**src/rtl/qpc_pkg.sv**
```systemverilog
package qpc_pkg;
  localparam int CTRL_W      = 16;
  localparam int MODE_HI     = 15;
  localparam int MODE_LO     = 14;
  localparam int BOTH_BIT    = 11;
  localparam int EN_BIT      = 3;
  localparam int IDX_A       = 0;
  localparam int IDX_B       = 1;

  typedef enum logic [1:0] {
    MODE_QUAD = 2'd0,
    MODE_PDIR = 2'd1,
    MODE_UP   = 2'd2,
    MODE_DOWN = 2'd3
  } qpc_mode_e;

  typedef enum logic [1:0] {
    ADDR_CNT = 2'd0,
    ADDR_MAX = 2'd1,
    ADDR_DEC = 2'd2,
    ADDR_POS = 2'd3
  } qpc_addr_e;
endpackage

```
**src/rtl/qpc_sync.sv**
```systemverilog
module qpc_sync #(
  parameter int W      = 2,
  parameter int STAGES = 2
) (
  input  logic         clk_i,
  input  logic         rst_ni,
  input  logic [W-1:0] d_i,
  output logic [W-1:0] q_o,
  output logic [W-1:0] q_prev_o
);
  logic [W-1:0] stg_q [STAGES];

  for (genvar g = 0; g < STAGES; g++) begin : g_stage
    if (g == 0) begin : g_first
      always_ff @(posedge clk_i or negedge rst_ni)
        if (!rst_ni) stg_q[g] <= '0;
        else         stg_q[g] <= d_i;
    end else begin : g_next
      always_ff @(posedge clk_i or negedge rst_ni)
        if (!rst_ni) stg_q[g] <= '0;
        else         stg_q[g] <= stg_q[g-1];
    end
  end

  // previous sample always tracked, independent of enable
  always_ff @(posedge clk_i or negedge rst_ni)
    if (!rst_ni) q_prev_o <= '0;
    else         q_prev_o <= stg_q[STAGES-1];

  assign q_o = stg_q[STAGES-1];
endmodule

```
**src/rtl/qpc_decode.sv**
```systemverilog
module qpc_decode
  import qpc_pkg::*;
(
  input  logic      clk_i,
  input  logic      rst_ni,
  input  logic [1:0] cur_i,
  input  logic [1:0] prev_i,
  input  qpc_mode_e mode_i,
  input  logic      both_i,
  input  logic      en_i,
  output logic      evt_o,
  output logic      up_o,
  output logic      err_o
);
  logic [1:0] chg;
  logic       a_rise, raw, illegal;

  assign chg    = cur_i ^ prev_i;
  assign a_rise = cur_i[IDX_A] & ~prev_i[IDX_A];

  always_comb begin
    raw     = 1'b0;
    up_o    = 1'b1;
    illegal = 1'b0;
    unique case (mode_i)
      MODE_QUAD: begin
        raw     = ^chg;
        illegal = &chg;
        up_o    = cur_i[IDX_A] ^ prev_i[IDX_B];
      end
      MODE_PDIR: begin
        raw  = a_rise;
        up_o = cur_i[IDX_B];
      end
      MODE_UP: begin
        raw  = both_i ? chg[IDX_A] : a_rise;
        up_o = 1'b1;
      end
      MODE_DOWN: begin
        raw  = both_i ? chg[IDX_A] : a_rise;
        up_o = 1'b0;
      end
      default: ;
    endcase
  end

  assign evt_o = raw & en_i;

  always_ff @(posedge clk_i or negedge rst_ni)
    if (!rst_ni)              err_o <= 1'b0;
    else if (illegal && en_i) err_o <= 1'b1;

  assert_illegal_no_count_R4: assert property (@(posedge clk_i) disable iff (!rst_ni)
    (mode_i == MODE_QUAD && &chg) |-> !evt_o);
  assert_err_sticky_R4: assert property (@(posedge clk_i) disable iff (!rst_ni)
    err_o |=> err_o);
  assert_up_only_R6: assert property (@(posedge clk_i) disable iff (!rst_ni)
    (evt_o && mode_i == MODE_UP) |-> up_o);
  assert_down_only_R7: assert property (@(posedge clk_i) disable iff (!rst_ni)
    (evt_o && mode_i == MODE_DOWN) |-> !up_o);
endmodule

```
**src/rtl/qpc_counter.sv**
```systemverilog
module qpc_counter #(
  parameter int CNT_W = 32
) (
  input  logic             clk_i,
  input  logic             rst_ni,
  input  logic             evt_i,
  input  logic             up_i,
  input  logic [CNT_W-1:0] max_i,
  input  logic             wr_i,
  input  logic [CNT_W-1:0] wdata_i,
  output logic [CNT_W-1:0] cnt_o
);
  logic wr_ok;
  assign wr_ok = wr_i && (wdata_i <= max_i);

  always_ff @(posedge clk_i or negedge rst_ni)
    if (!rst_ni)    cnt_o <= '0;
    else if (wr_ok) cnt_o <= wdata_i;
    else if (evt_i) begin
      if (up_i) cnt_o <= (cnt_o >= max_i) ? '0 : cnt_o + 1'b1;
      else      cnt_o <= (cnt_o == '0) ? max_i : cnt_o - 1'b1;
    end

  assert_wr_wins_R12: assert property (@(posedge clk_i) disable iff (!rst_ni)
    (wr_i && wdata_i <= max_i) |=> cnt_o == $past(wdata_i));
  assert_wr_reject_R11: assert property (@(posedge clk_i) disable iff (!rst_ni)
    (wr_i && wdata_i > max_i && !evt_i) |=> $stable(cnt_o));
  assert_wrap_up_R10: assert property (@(posedge clk_i) disable iff (!rst_ni)
    (evt_i && up_i && !wr_i && cnt_o == max_i) |=> cnt_o == '0);
  assert_wrap_dn_R10: assert property (@(posedge clk_i) disable iff (!rst_ni)
    (evt_i && !up_i && !wr_i && cnt_o == '0) |=> cnt_o == $past(max_i));
endmodule

```
**src/rtl/quad_pos_counter.sv**
```systemverilog
module quad_pos_counter
  import qpc_pkg::*;
#(
  parameter int CNT_W       = 32,
  parameter int SYNC_STAGES = 2
) (
  input  logic             clk_i,
  input  logic             rst_ni,
  input  logic             a_i,
  input  logic             b_i,
  input  logic             reg_wr_i,
  input  logic [1:0]       reg_addr_i,
  input  logic [CNT_W-1:0] reg_wdata_i,
  output logic [CNT_W-1:0] reg_rdata_o,
  output logic             err_o
);
  logic [CNT_W-1:0]  max_q, cnt;
  logic [CTRL_W-1:0] dec_q, pos_q;
  logic [1:0]        cur, prev;
  logic              evt, up, wr_cnt;

  assign wr_cnt = reg_wr_i && (reg_addr_i == ADDR_CNT);

  always_ff @(posedge clk_i or negedge rst_ni)
    if (!rst_ni) begin
      max_q <= '1;
      dec_q <= '0;
      pos_q <= '0;
    end else if (reg_wr_i) begin
      unique case (qpc_addr_e'(reg_addr_i))
        ADDR_MAX: max_q <= reg_wdata_i;
        ADDR_DEC: dec_q <= reg_wdata_i[CTRL_W-1:0];
        ADDR_POS: pos_q <= reg_wdata_i[CTRL_W-1:0];
        default: ;
      endcase
    end

  always_comb begin
    unique case (qpc_addr_e'(reg_addr_i))
      ADDR_CNT: reg_rdata_o = cnt;
      ADDR_MAX: reg_rdata_o = max_q;
      ADDR_DEC: reg_rdata_o = CNT_W'(dec_q);
      ADDR_POS: reg_rdata_o = CNT_W'(pos_q);
      default:  reg_rdata_o = '0;
    endcase
  end

  qpc_sync #(.W(2), .STAGES(SYNC_STAGES)) u_sync (
    .clk_i    (clk_i),
    .rst_ni   (rst_ni),
    .d_i      ({b_i, a_i}),
    .q_o      (cur),
    .q_prev_o (prev)
  );

  qpc_decode u_dec (
    .clk_i  (clk_i),
    .rst_ni (rst_ni),
    .cur_i  (cur),
    .prev_i (prev),
    .mode_i (qpc_mode_e'(dec_q[MODE_HI:MODE_LO])),
    .both_i (dec_q[BOTH_BIT]),
    .en_i   (pos_q[EN_BIT]),
    .evt_o  (evt),
    .up_o   (up),
    .err_o  (err_o)
  );

  qpc_counter #(.CNT_W(CNT_W)) u_cnt (
    .clk_i   (clk_i),
    .rst_ni  (rst_ni),
    .evt_i   (evt),
    .up_i    (up),
    .max_i   (max_q),
    .wr_i    (wr_cnt),
    .wdata_i (reg_wdata_i),
    .cnt_o   (cnt)
  );

  assert_disabled_hold_R9: assert property (@(posedge clk_i) disable iff (!rst_ni)
    (!pos_q[EN_BIT] && !wr_cnt) |=> $stable(cnt));
  assert_b_ignored_R6: assert property (@(posedge clk_i) disable iff (!rst_ni)
    (dec_q[MODE_HI] && !wr_cnt && cur[IDX_A] == prev[IDX_A]) |=> $stable(cnt));
endmodule

```
**config.mk**
```make
export PLATFORM = sky130hd
export DESIGN_NAME = quad_pos_counter
export DESIGN_NICKNAME = d
export VERILOG_FILES = /design/src/rtl/qpc_pkg.sv /design/src/rtl/qpc_sync.sv /design/src/rtl/qpc_decode.sv /design/src/rtl/qpc_counter.sv /design/src/rtl/quad_pos_counter.sv
export SDC_FILE = /design/constraint.sdc
export NUM_CORES = 1
export LEC_CHECK = 0
export CORE_MARGIN = 2
export CORE_UTILIZATION = 50
export CTS_CLUSTER_DIAMETER = 100
export DETAILED_ROUTE_END_ITERATION = 16
export DONT_BUFFER_PORTS = 1
export GPL_ROUTABILITY_DRIVEN = 0
export PLACE_DENSITY = 0.75
export SETUP_SLACK_MARGIN = 0.5
export SYNTH_ARGS = -nofsm -noshare
export SYNTH_HDL_FRONTEND = slang
export SYNTH_SLANG_ARGS = --single-unit
export TNS_END_PERCENT = 1
```
**constraint.sdc**
```tcl
create_clock -name clk_i -period 3.3 [get_ports clk_i]
set_clock_uncertainty 0.15 [all_clocks]
set_input_delay 0.66 -clock clk_i [delete_from_list [all_inputs] [get_ports clk_i]]
set_output_delay 0.66 -clock clk_i [all_outputs]
set_load 0.02 [all_outputs]
```
==> results_tabular.tex, run 1 <==
\begin{tabular}{lr}
\hline
Metric & Value \\
\hline
\multicolumn{2}{l}{\textbf{Detailed routing}} \\
DRC & 0 \\
Final Routed Wirelength & 26000 um \\
Detail Route Antenna Nets & 0 \\
Initial detailed-routing violation count & 858 \\
Number of vias per cell after detailed routing & 6.48 \\
Vias after detailed routing & about 7.9k \\
Detailed-router iteration count before antenna repair & 7 \\
Average wire length per cell after detail routing & 21.4 um \\
\multicolumn{2}{l}{\textbf{Yosys}} \\
Mean area per synthesized cell & 8.98 sq um \\
Seq cells post-synth & 103 \\
Post-synth EDFFs & 0 \\
Proportion of register bits with asynchronous set or reset after synthesis & 100\% \\
Net Count, Synth & 1026 \\
Netlist cell types & 72 \\
Number of instances in the synthesized netlist & 918 \\
Yosys warning total & 0 \\
Most used flip-flop cell after synthesis & dfrtp\_1 \\
Combined area of all synthesized cells & just over 8000 sq um \\
Share of synthesized area occupied by flip-flops and latches & 31.8\% \\
\multicolumn{2}{l}{\textbf{Power and ir drop}} \\
Sequential power share & 26.3\% \\
Leak Pwr & around 0.0043 uW \\
Peak VDD IR & 0.378 mV \\
Switching Share & 42.3\% \\
Proportion of power drawn by the clock network & 15.9\% \\
Internal portion of total power & 4170 uW \\
Gate power share & roughly 58\% \\
Power density cells & 721 nW/um\^{}2 \\
NetSw & 3050 uW \\
\multicolumn{2}{l}{\textbf{STA}} \\
Remaining max-slew budget at the tightest pin & 53.3\% \\
Shortest clock period the worst path allows after layout & 3.12 ns \\
Final Cycle Share & 94.7\% \\
Slack of the critical path & roughly 0.18 ns \\
Maximum frequency from static timing analysis & 320 MHz \\
Slew of the pin with the lowest slew margin & 0.699 ns \\
Final hold vios & 0 \\
Final setup violation count & 0 \\
Setup repair after global routing missed its margin & true \\
Fin. max-slew vios & 0 \\
WHS & around 0.045 ns \\
\multicolumn{2}{l}{\textbf{Clock network}} \\
Clock insertion delay at the later pin of the skew report & approximately 0.37 ns \\
Maximum level of the CTS H-tree & 3 \\
Sink count of the clock tree & 103 \\
Clock-pin slew on the worst setup and hold paths & $\sim$0.070 ns \\
Bufs on Longest Clock Path & 2 \\
CTS tree & done \\
Inserted Clock Buffers & 9 \\
Cell at the root of the clock tree & clkbuf\_16 \\
\multicolumn{2}{l}{\textbf{Floorplanning}} \\
Die ar. & 17500 sq um \\
Initial cell density of the core & about half \\
Die Width & $\sim$130 um \\
Y dimension of the die & 132 um \\
Top-level I/O count & approximately 70 \\
Floorplan row count & 46 \\
Core area & 16000 sq um \\
\multicolumn{2}{l}{\textbf{Place}} \\
Cell area reported after detailed placement & 9070 sq um \\
Port Buf Inserts & 0 \\
Post-place setup slack & -0.198 ns \\
Placed instance count & 1173 \\
Total half-perimeter wirelength after legalization and detailed placement & 17700 um \\
\multicolumn{2}{l}{\textbf{GRT}} \\
Largest net degree at the start of global routing & 104 \\
Via count of the first global-routing pass & 7718 \\
Overall global routing resource usage & 29.6\% \\
Wire length of the first global-routing pass & 41400 um \\
Global route overflow & 0 \\
Number of antenna violations at the first check in global routing & 0 \\
\multicolumn{2}{l}{\textbf{Final layout}} \\
Non-Filler Instances & about 1.2k \\
Cell area after layout & 10000 sq um \\
Most frequent standard cell in the layout excluding fill and tap cells & buf\_4 \\
Ant. Diodes & 0 \\
Fraction of final layout cells sized beyond drive strength 1 & 29.9\% \\
Top library cells by usage in the layout, fill and taps aside & buf\_4, nand2\_1, nor2\_1, dfrtp\_1, ha\_1 \\
Net total in the final layout & roughly 1.1k \\
Area Overhead vs Synth & 21.6\% \\
Layout filler cell count & 1321 \\
\multicolumn{2}{l}{\textbf{Setup path}} \\
Series of cell instances along the critical path & ha\_4, nand2b\_4, a2111oi\_4, nor4b\_2, buf\_4, o31a\_1, or2\_1, buf\_6, buf\_6, or4\_4, a41oi\_2 \\
Element type at the critical path end & flop \\
Worst-path fanout max & 3 \\
Data required time at the worst endpoint & 3.44 ns \\
Type of element launching the critical path & flop \\
Data arrival time of the worst path & 3.26 ns \\
RR Startpoint & max\_q[0] \\
Critical-path top delay cell & dfstp\_2 \\
Delay of the slowest critical-path stage & 0.56 ns \\
Crit path launch & max\_q[0] \\
Cell mode on critical path & buf\_6 \\
Crit Path Category & flop to flop \\
\multicolumn{2}{l}{\textbf{Status}} \\
Result of the run & completed \\
\multicolumn{2}{l}{\textbf{Run}} \\
Max Cap Viol & 0 \\
\multicolumn{2}{l}{\textbf{Hold path}} \\
Classification of the worst-slack hold path & primary input to asynchronous set/reset pin \\
\hline
\end{tabular}
synthesized netlist by cell type, types with 18 or more instances:
| master | n | area, sq um |
|---|---|---|
| dfstp_2 | 32 | 841 |
| nand4_1 | 23 | 144 |
| clkbuf_1 | 53 | 199 |
| ha_1 | 69 | 863 |
| nand3_1 | 24 | 120 |
| nor4_1 | 18 | 113 |
| nor2_1 | 73 | 274 |
| o21ai_0 | 59 | 295 |
| mux2_2 | 52 | 586 |
| mux2i_1 | 22 | 220 |
| dfrtp_1 | 71 | 1780 |
| a21oi_1 | 40 | 200 |
| nand2_1 | 92 | 345 |
| nor3_1 | 28 | 140 |
| inv_1 | 43 | 161 |
final cells by class:
class	instances	area [sq um]	share of cell area [%]
multi-input combinational	702	5530	55.2
tap	216	270	2.70
timing repair buffer	135	1120	11.2
inverter	43	161	1.61
clock inverter	2	37.5	0.375
clock buffer	14	274	2.74
sequential	103	2620	26.1
registers in the layout (all words and copies together) (netlist names):
name and flops:
dec_q 16, max_q 32, pos_q 16, u_cnt.cnt_o 32, u_dec.err_o 1, u_sync.q_o 2
u_sync.q_prev_o 2, u_sync.stg_q 2
power groups by stage:
stage	logic (uW)	clock network (uW)	registers, uW
detailed placement	3640	0	1890
CTS	4000	1160	1890
floorplan	2470	0	1890
global route	4520	1210	1940
global placement	3560	0	1870
finish	4180	1150	1900
critical path: cells and delay by family, from the launching register on:
kind	cells	cell delay, ns
AO/OA/AOI/OAI	3	0.75
AND/OR/NAND/NOR	4	0.99
flip-flops	1	0.56
adder cells (fa/ha/maj)	1	0.20
buffers and inverters	3	0.40
per-stage QoR:
| stage | utilization (%) | setup TNS, ns | total power [uW] |
|---|---|---|---|
| after detailed placement | 56.7 | -2.04 | 5530 |
| final | 62.6 | 0 | 7220 |
| after CTS | 62.3 | 0 | 7050 |
| after global routing | 62.6 | 0 | 7670 |
| after floorplan | - | 0 | 4360 |
| after global placement | 56.7 | -1.68 | 5430 |
logic make-up (layout without fill, tap and decap cells):
group / Yosys count / after routing / share of synthesized area, %
AO/OA/AOI/OAI: 198 / 200 / 15.9
XOR/XNOR: 30 / 30 / 3.19
adder cells (fa/ha/maj): 69 / 69 / 10.5
buffers and inverters: 115 / 194 / 5.60
flip-flops: 103 / 103 / 31.8
multiplexers: 90 / 90 / 14.2
AND/OR/NAND/NOR: 313 / 313 / 18.9
timing repair:
action	CTS	global route
pin swaps	29	0
setup endpoints to repair	32	32
gates resized for setup	59	1
gates cloned	3	0
buffers inserted	21	0
hold endpoints to repair	103	72
routing by layer:
metal / track usage (%) / part of all wire [%] / vias up
met5: 0 / 0 / -
li1: - / - / 3548
met2: 48.0 / 47 / 417
met4: 11.9 / 3.6 / 0
met3: 6.11 / 8.6 / 85
met1: 38.8 / 41 / 3824
worst paths after layout:
path,endpoint,slack (ns),depth (start not counted)
setup reg to reg,u_cnt.cnt_o[20],0.18,11
setup / recovery,u_cnt.cnt_o[20],0.18,11
hold reg to reg,u_sync.q_o[0],0.21,0
max in group asynchronous,max_q[11],2.64,1
hold / removal,u_sync.stg_q[3],0.05,1
min in group clk_i,u_sync.stg_q[3],0.17,0
No activity file was read; power rests on OpenSTA's default activity.
==> run 2, diff against run 1 <==
--- a/config.mk
+++ b/config.mk
@@ -6,12 +6,12 @@
 export NUM_CORES = 1
 export LEC_CHECK = 0
 export CORE_MARGIN = 2
-export CORE_UTILIZATION = 50
-export CTS_CLUSTER_DIAMETER = 100
+export CORE_UTILIZATION = 45
+export CTS_CLUSTER_DIAMETER = 30
 export DETAILED_ROUTE_END_ITERATION = 16
 export DONT_BUFFER_PORTS = 1
 export GPL_ROUTABILITY_DRIVEN = 0
-export PLACE_DENSITY = 0.75
+export PLACE_DENSITY = 0.7
 export SETUP_SLACK_MARGIN = 0.5
 export SYNTH_ARGS = -nofsm -noshare
 export SYNTH_HDL_FRONTEND = slang
==> results_tabular.tex, run 2 (synthesis gave the netlist of run 1 again) <==
\begin{tabular}{lr}
\hline
Metric & Value \\
\hline
\multicolumn{2}{l}{\textbf{STA}} \\
Setup\_tns & 0 ns (unchanged) \\
Slack of the critical path & 0.261 ns (was 0.175 ns) \\
Shortest clock period the worst path allows after layout & 3.04 ns (was 3.12 ns) \\
Final Cycle Share & 92.1\% (was 94.7\%) \\
Maximum frequency from static timing analysis & 329 MHz (was 320 MHz) \\
Fin. max-slew vios & 0 (unchanged) \\
Final setup violation count & 0 (unchanged) \\
Slew of the pin with the lowest slew margin & 0.697 ns (was 0.699 ns) \\
Setup repair after global routing missed its margin & true (unchanged) \\
Remaining max-slew budget at the tightest pin & 53.4\% (was 53.3\%) \\
Final hold vios & 0 (unchanged) \\
\multicolumn{2}{l}{\textbf{Clock network}} \\
Clock insertion delay at the later pin of the skew report & 0.37 ns (about the same) \\
Maximum level of the CTS H-tree & 3 (unchanged) \\
Inserted Clock Buffers & 9 (unchanged) \\
CTS tree & done (unchanged) \\
Cell at the root of the clock tree & clkbuf\_16 (unchanged) \\
Bufs on Longest Clock Path & 2 (unchanged) \\
Sink count of the clock tree & 103 (unchanged) \\
Clock-pin slew on the worst setup and hold paths & 0.07 ns (about the same) \\
\multicolumn{2}{l}{\textbf{GRT}} \\
Overall global routing resource usage & 26.0\% (was 29.6\%) \\
Global route overflow & 0 (unchanged) \\
Met3 capacity usage during global routing & 4.96\% (was 6.11\%) \\
Via count of the first global-routing pass & 7253 (was 7718) \\
Most used routing layer in global routing & met2 (unchanged) \\
Largest net degree at the start of global routing & 104 (unchanged) \\
Wire length of the first global-routing pass & 40400 um (was 41400 um) \\
Number of antenna violations at the first check in global routing & 0 (unchanged) \\
Met1 Use GR & 35.7\% (was 38.8\%) \\
Global routing met2 resource utilization & 42.0\% (was 48.0\%) \\
\multicolumn{2}{l}{\textbf{Place}} \\
Post-place setup slack & 0.0397 ns (was -0.198 ns) \\
Placed instance count & 1145 (was 1173) \\
Total half-perimeter wirelength after legalization and detailed placement & 17500 um (was 17700 um) \\
Port Buf Inserts & 0 (unchanged) \\
Cell area reported after detailed placement & 8800 sq um (was 9070 sq um) \\
\multicolumn{2}{l}{\textbf{Detailed routing}} \\
Detail Route Antenna Nets & 0 (unchanged) \\
Vias after detailed routing & 7474 (was 7874) \\
Average wire length per cell after detail routing & 21.5 um (was 21.4 um) \\
Detailed-router iteration count before antenna repair & 6 (was 7) \\
DRC & 0 (unchanged) \\
Number of vias per cell after detailed routing & 6.31 (was 6.48) \\
Initial detailed-routing violation count & 774 (was 858) \\
Final Routed Wirelength & 25500 um (was 26000 um) \\
\multicolumn{2}{l}{\textbf{Hold path}} \\
Classification of the worst-slack hold path & primary input to asynchronous set/reset pin (unchanged) \\
\multicolumn{2}{l}{\textbf{Floorplanning}} \\
Y dimension of the die & 139 um (was 132 um) \\
Die Width & 139 um (was 132 um) \\
Top-level I/O count & 72 (unchanged) \\
Core area & 18000 sq um (was 16000 sq um) \\
Initial cell density of the core & 45.9\% (was 51.5\%) \\
Die ar. & 19400 sq um (was 17500 sq um) \\
Floorplan row count & 49 (was 46) \\
\multicolumn{2}{l}{\textbf{Final layout}} \\
Top library cells by usage in the layout, fill and taps aside & nand2\_1, buf\_4, nor2\_1, dfrtp\_1, ha\_1 (was buf\_4, nand2\_1, nor2\_1, dfrtp\_1, ha\_1) \\
Net total in the final layout & 1058 (was 1102) \\
Ant. Diodes & 0 (unchanged) \\
Area Overhead vs Synth & 17.1\% (was 21.6\%) \\
Most frequent standard cell in the layout excluding fill and tap cells & nand2\_1 (was buf\_4) \\
Cell area after layout & 9650 sq um (was 10000 sq um) \\
Fraction of final layout cells sized beyond drive strength 1 & 27.3\% (was 29.9\%) \\
Non-Filler Instances & 1184 (was 1215) \\
Largest registers ranked by flip-flop count & max\_q x32, u\_cnt.cnt\_o x32 (unchanged) \\
Post-route core utilization & 53.7\% (was 62.6\%) \\
\multicolumn{2}{l}{\textbf{Setup path}} \\
Crit Path Category & flop to flop (unchanged) \\
Data arrival time of the worst path & 3.17 ns (was 3.26 ns) \\
Element type at the critical path end & flop (unchanged) \\
Data required time at the worst endpoint & 3.43 ns (was 3.44 ns) \\
Worst-path fanout max & 8 (was 3) \\
Type of element launching the critical path & flop (unchanged) \\
\multicolumn{2}{l}{\textbf{Power and ir drop}} \\
Power density cells & 739 nW/um\^{}2 (was 721 nW/um\^{}2) \\
Leak Pwr & 0.00409 uW (was 0.00427 uW) \\
Peak VDD IR & 0.349 mV (was 0.378 mV) \\
\multicolumn{2}{l}{\textbf{Status}} \\
Result of the run & completed (unchanged) \\
\multicolumn{2}{l}{\textbf{Run}} \\
Max Cap Viol & 0 (unchanged) \\
\hline
\end{tabular}
==> run 2: per-layer routing <==
metal | vias up | wire length, um
met5 | - | 0
met4 | 0 | 542
met3 | 37 | 1860
met2 | 322 | 12000
met1 | 3667 | 11100
li1 | 3448 | -
==> run 2: path summary, 6_finish.rpt <==
check | cells past startpoint | slack, ns | endpoint | start
setup / recovery | 12 | 0.26 | u_cnt.cnt_o[3] | max_q[15]
hold / removal | 1 | 0.04 | pos_q[15] | rst_ni
setup reg to reg | 12 | 0.26 | u_cnt.cnt_o[3] | max_q[15]
hold reg to reg | 0 | 0.20 | u_sync.q_o[1] | u_sync.stg_q[3]
max in group asynchronous | 1 | 2.62 | dec_q[5] | rst_ni
min in group clk_i | 0 | 0.16 | u_sync.stg_q[2] | a_i
==> run 2: worst max-delay path, cell delays in order (launching register included) <==
cell and delay [ns]:
dfstp_2 0.53, inv_1 0.06, ha_1 0.31, nand4_1 0.18, nor3_2 0.09, nor4b_2 0.16, buf_4 0.15, o31a_1 0.30
or2_4 0.27, buf_12 0.15, buf_6 0.13, o32a_1 0.32, o22ai_1 0.15
==> run 2: per-stage QoR <==
stage	total power [uW]	hold WS (ns)
finish	7130	0.0366
global route	7590	0.0667
CTS	6960	-0.177
detailed placement	5390	0.186
global placement	5310	0.185
floorplan	4360	0.181
==> run 2: cell type report <==
class | count | area (sq um)
clock buffers | 10 | 239
clock inverters | 6 | 83.8
fillers | 1639 | 8320
inverters | 43 | 161
multi-input cells | 700 | 5450
flip-flops and latches | 103 | 2620
well taps | 229 | 287
repair buffers | 93 | 805
==> run 2: where the power goes <==
group	switching, uW	internal [uW]
Sequential	265	1660
Clock	551	630
Combinational	2260	1760
==> run 2: what timing repair did <==
action	in CTS	in global routing
setup buffers	15	4
gates cloned	1	1
endpoints found under the setup margin	32	32
endpoints found under the hold margin	91	74
pin swaps	23	7
gates resized for setup	39	14
==> run 3, diff against run 2 <==
--- a/config.mk
+++ b/config.mk
@@ -5,12 +5,14 @@
 export SDC_FILE = /design/constraint.sdc
 export NUM_CORES = 1
 export LEC_CHECK = 0
+export ABC_CLOCK_PERIOD_IN_PS = 3300
 export CORE_MARGIN = 2
 export CORE_UTILIZATION = 45
 export CTS_CLUSTER_DIAMETER = 30
 export DETAILED_ROUTE_END_ITERATION = 16
 export DONT_BUFFER_PORTS = 1
 export GPL_ROUTABILITY_DRIVEN = 0
+export MAX_ROUTING_LAYER = met4
 export PLACE_DENSITY = 0.7
 export SETUP_SLACK_MARGIN = 0.5
 export SYNTH_ARGS = -nofsm -noshare
==> results_tabular.tex, run 3 (synthesis gave the netlist of run 1 again) <==
\begin{tabular}{lr}
\hline
Metric & Value \\
\hline
\multicolumn{2}{l}{\textbf{Status}} \\
Result of the run & completed (unchanged) \\
\multicolumn{2}{l}{\textbf{STA}} \\
Shortest clock period the worst path allows after layout & 3.05 ns (was 3.04 ns) \\
Setup repair after global routing missed its margin & true (unchanged) \\
Remaining max-slew budget at the tightest pin & 53.8\% (was 53.4\%) \\
Final hold vios & 0 (unchanged) \\
Final Cycle Share & 92.3\% (was 92.1\%) \\
Maximum frequency from static timing analysis & 328 MHz (was 329 MHz) \\
Slew of the pin with the lowest slew margin & 0.691 ns (was 0.697 ns) \\
Final setup violation count & 0 (unchanged) \\
WHS & 0.0375 ns (was 0.0366 ns) \\
Fin. max-slew vios & 0 (unchanged) \\
Setup\_tns & 0 ns (unchanged) \\
\multicolumn{2}{l}{\textbf{Floorplanning}} \\
Top-level I/O count & 72 (unchanged) \\
Die Width & 139 um (unchanged) \\
Floorplan row count & 49 (unchanged) \\
Core area & 18000 sq um (unchanged) \\
Die ar. & 19400 sq um (unchanged) \\
Initial cell density of the core & 45.9\% (unchanged) \\
Y dimension of the die & 139 um (unchanged) \\
\multicolumn{2}{l}{\textbf{Power and ir drop}} \\
Power density cells & 738 nW/um\^{}2 (was 739 nW/um\^{}2) \\
Overall power of the completed layout & 7120 uW (was 7130 uW) \\
Peak VDD IR & 0.345 mV (was 0.349 mV) \\
Internal portion of total power & 4050 uW (about the same) \\
Leak Pwr & 0.00409 uW (unchanged) \\
Proportion of power drawn by the clock network & 16.5\% (was 16.6\%) \\
Sequential power share & 27.0\% (was 26.9\%) \\
NetSw & 3070 uW (was 3080 uW) \\
Switching Share & 43.1\% (was 43.2\%) \\
Gate power share & 56.5\% (about the same) \\
\multicolumn{2}{l}{\textbf{Setup path}} \\
Worst reg2reg path depth & 12 (unchanged) \\
Worst R2R End & u\_cnt.cnt\_o[3] (unchanged) \\
Type of element launching the critical path & flop (unchanged) \\
Critical-path top delay cell & dfstp\_2 (unchanged) \\
RR Startpoint & max\_q[15] (unchanged) \\
Data arrival time of the worst path & 3.18 ns (was 3.17 ns) \\
Delay of the slowest critical-path stage & 0.53 ns (about the same) \\
Register-to-register setup slack & 0.25 ns (was 0.26 ns) \\
Series of cell instances along the critical path & inv\_1, ha\_1, nand4\_1, nor3\_2, nor4b\_2, buf\_4, o31a\_1, or2\_4, buf\_12, buf\_6, o32a\_1, o22ai\_1 (unchanged) \\
Worst-path fanout max & 8 (unchanged) \\
Crit Path Category & flop to flop (unchanged) \\
Data required time at the worst endpoint & 3.43 ns (about the same) \\
Element type at the critical path end & flop (unchanged) \\
\multicolumn{2}{l}{\textbf{Detailed routing}} \\
Initial detailed-routing violation count & 791 (was 774) \\
Average wire length per cell after detail routing & 21.4 um (was 21.5 um) \\
Detailed-router iteration count before antenna repair & 5 (was 6) \\
Number of vias per cell after detailed routing & 6.32 (was 6.31) \\
Vias after detailed routing & 7479 (was 7474) \\
DRC & 0 (unchanged) \\
Detail Route Antenna Nets & 0 (unchanged) \\
Final Routed Wirelength & 25300 um (was 25500 um) \\
\multicolumn{2}{l}{\textbf{Final layout}} \\
Net total in the final layout & 1058 (unchanged) \\
Top library cells by usage in the layout, fill and taps aside & nand2\_1, buf\_4, nor2\_1, dfrtp\_1, ha\_1 (unchanged) \\
Fraction of final layout cells sized beyond drive strength 1 & 27.3\% (unchanged) \\
Most frequent standard cell in the layout excluding fill and tap cells & nand2\_1 (unchanged) \\
Area Overhead vs Synth & 17.1\% (unchanged) \\
Largest registers ranked by flip-flop count & max\_q x32, u\_cnt.cnt\_o x32 (unchanged) \\
Layout filler cell count & 1639 (unchanged) \\
Ant. Diodes & 0 (unchanged) \\
\multicolumn{2}{l}{\textbf{GRT}} \\
Via count of the first global-routing pass & 7224 (was 7253) \\
Wire length of the first global-routing pass & 40400 um (about the same) \\
Global route overflow & 0 (unchanged) \\
Largest net degree at the start of global routing & 104 (unchanged) \\
Number of antenna violations at the first check in global routing & 0 (unchanged) \\
Overall global routing resource usage & 26.8\% (was 26.0\%) \\
\multicolumn{2}{l}{\textbf{Clock network}} \\
Inserted Clock Buffers & 9 (unchanged) \\
Clock-pin slew on the worst setup and hold paths & 0.07 ns (about the same) \\
Cell at the root of the clock tree & clkbuf\_16 (unchanged) \\
Bufs on Longest Clock Path & 2 (unchanged) \\
Sink count of the clock tree & 103 (unchanged) \\
CTS tree & done (unchanged) \\
Maximum level of the CTS H-tree & 3 (unchanged) \\
Clock insertion delay at the later pin of the skew report & 0.37 ns (about the same) \\
\multicolumn{2}{l}{\textbf{Place}} \\
Total half-perimeter wirelength after legalization and detailed placement & 17500 um (unchanged) \\
Port Buf Inserts & 0 (unchanged) \\
\multicolumn{2}{l}{\textbf{Run}} \\
Max Cap Viol & 0 (unchanged) \\
\multicolumn{2}{l}{\textbf{Hold path}} \\
Classification of the worst-slack hold path & primary input to asynchronous set/reset pin (unchanged) \\
\hline
\end{tabular}
==> run 3: cell counts in the layout (fill, tap and decap cells not counted) <==
No cell type changed its count.
==> run 3: power by group through the flow <==
stage / sequential (uW) / combinational, uW / clock (uW)
2_1_floorplan: 1890 / 2470 / 0
3_3_place_gp: 1910 / 3400 / 0
3_5_place_dp: 1930 / 3460 / 0
4_1_cts: 1920 / 3840 / 1200
5_1_grt: 1960 / 4380 / 1240
6_report: 1920 / 4020 / 1180
==> run 3: final cells by class <==
type	instances	area [sq um]	area share, %
Clock buffer	10	239	2.48
Clock inverter	6	83.8	0.869
Inverter	43	161	1.67
Multi-Input combinational cell	700	5450	56.5
Sequential cell	103	2620	27.1
Tap cell	229	287	2.97
Timing Repair Buffer	93	805	8.34
==> run 3: worst max-delay path: cells and delay by family (launching register included) <==
family,cells,cell delay [ns]
flops,1,0.53
buf+inv,4,0.49
compound gates,3,0.77
simple gates,4,0.70
fa+ha+maj,1,0.31
==> run 3: metrics by stage <==
step / setup slack [ns] / instance area [sq um] / cells / util [%]
after global placement: 0.0814 / 8800 / 1145 / 49.0
final: 0.254 / 9650 / 1184 / 53.7
after global routing: 0.213 / 9650 / 1184 / 53.7
after CTS: 0.305 / 9480 / 1177 / 52.8
after detailed placement: 0.0397 / 8800 / 1145 / 49.0
after floorplan: 0.325 / 8240 / 918 / -
==> run 3: timing repair <==
item                       CTS  global route
setup endpoints to repair   32            32
setup buffers               15             4
gates resized for setup     39            14
gates cloned                 1             1
pin swaps                   23             7
hold endpoints to repair    91            79
==> run 3: worst max path at each step <==
stage	cells after the start	endpoint	slack (ns)	startpoint
after detailed placement	11	u_cnt.cnt_o[31]	0.04	max_q[0]
final	12	u_cnt.cnt_o[3]	0.25	max_q[15]
after CTS	11	u_cnt.cnt_o[3]	0.31	max_q[13]
after global placement	10	u_cnt.cnt_o[20]	0.08	max_q[0]
after global routing	11	u_cnt.cnt_o[3]	0.21	max_q[0]
after floorplan	11	u_cnt.cnt_o[29]	0.33	max_q[13]
==> run 3: layer usage <==
layer	GRT usage (%)	routed length, um	vias up
li1	-	-	3457
met5	-	0	-
met1	36.3	11000	3668
met2	42.1	12000	328
met3	4.23	1880	26
met4	6.96	429	0
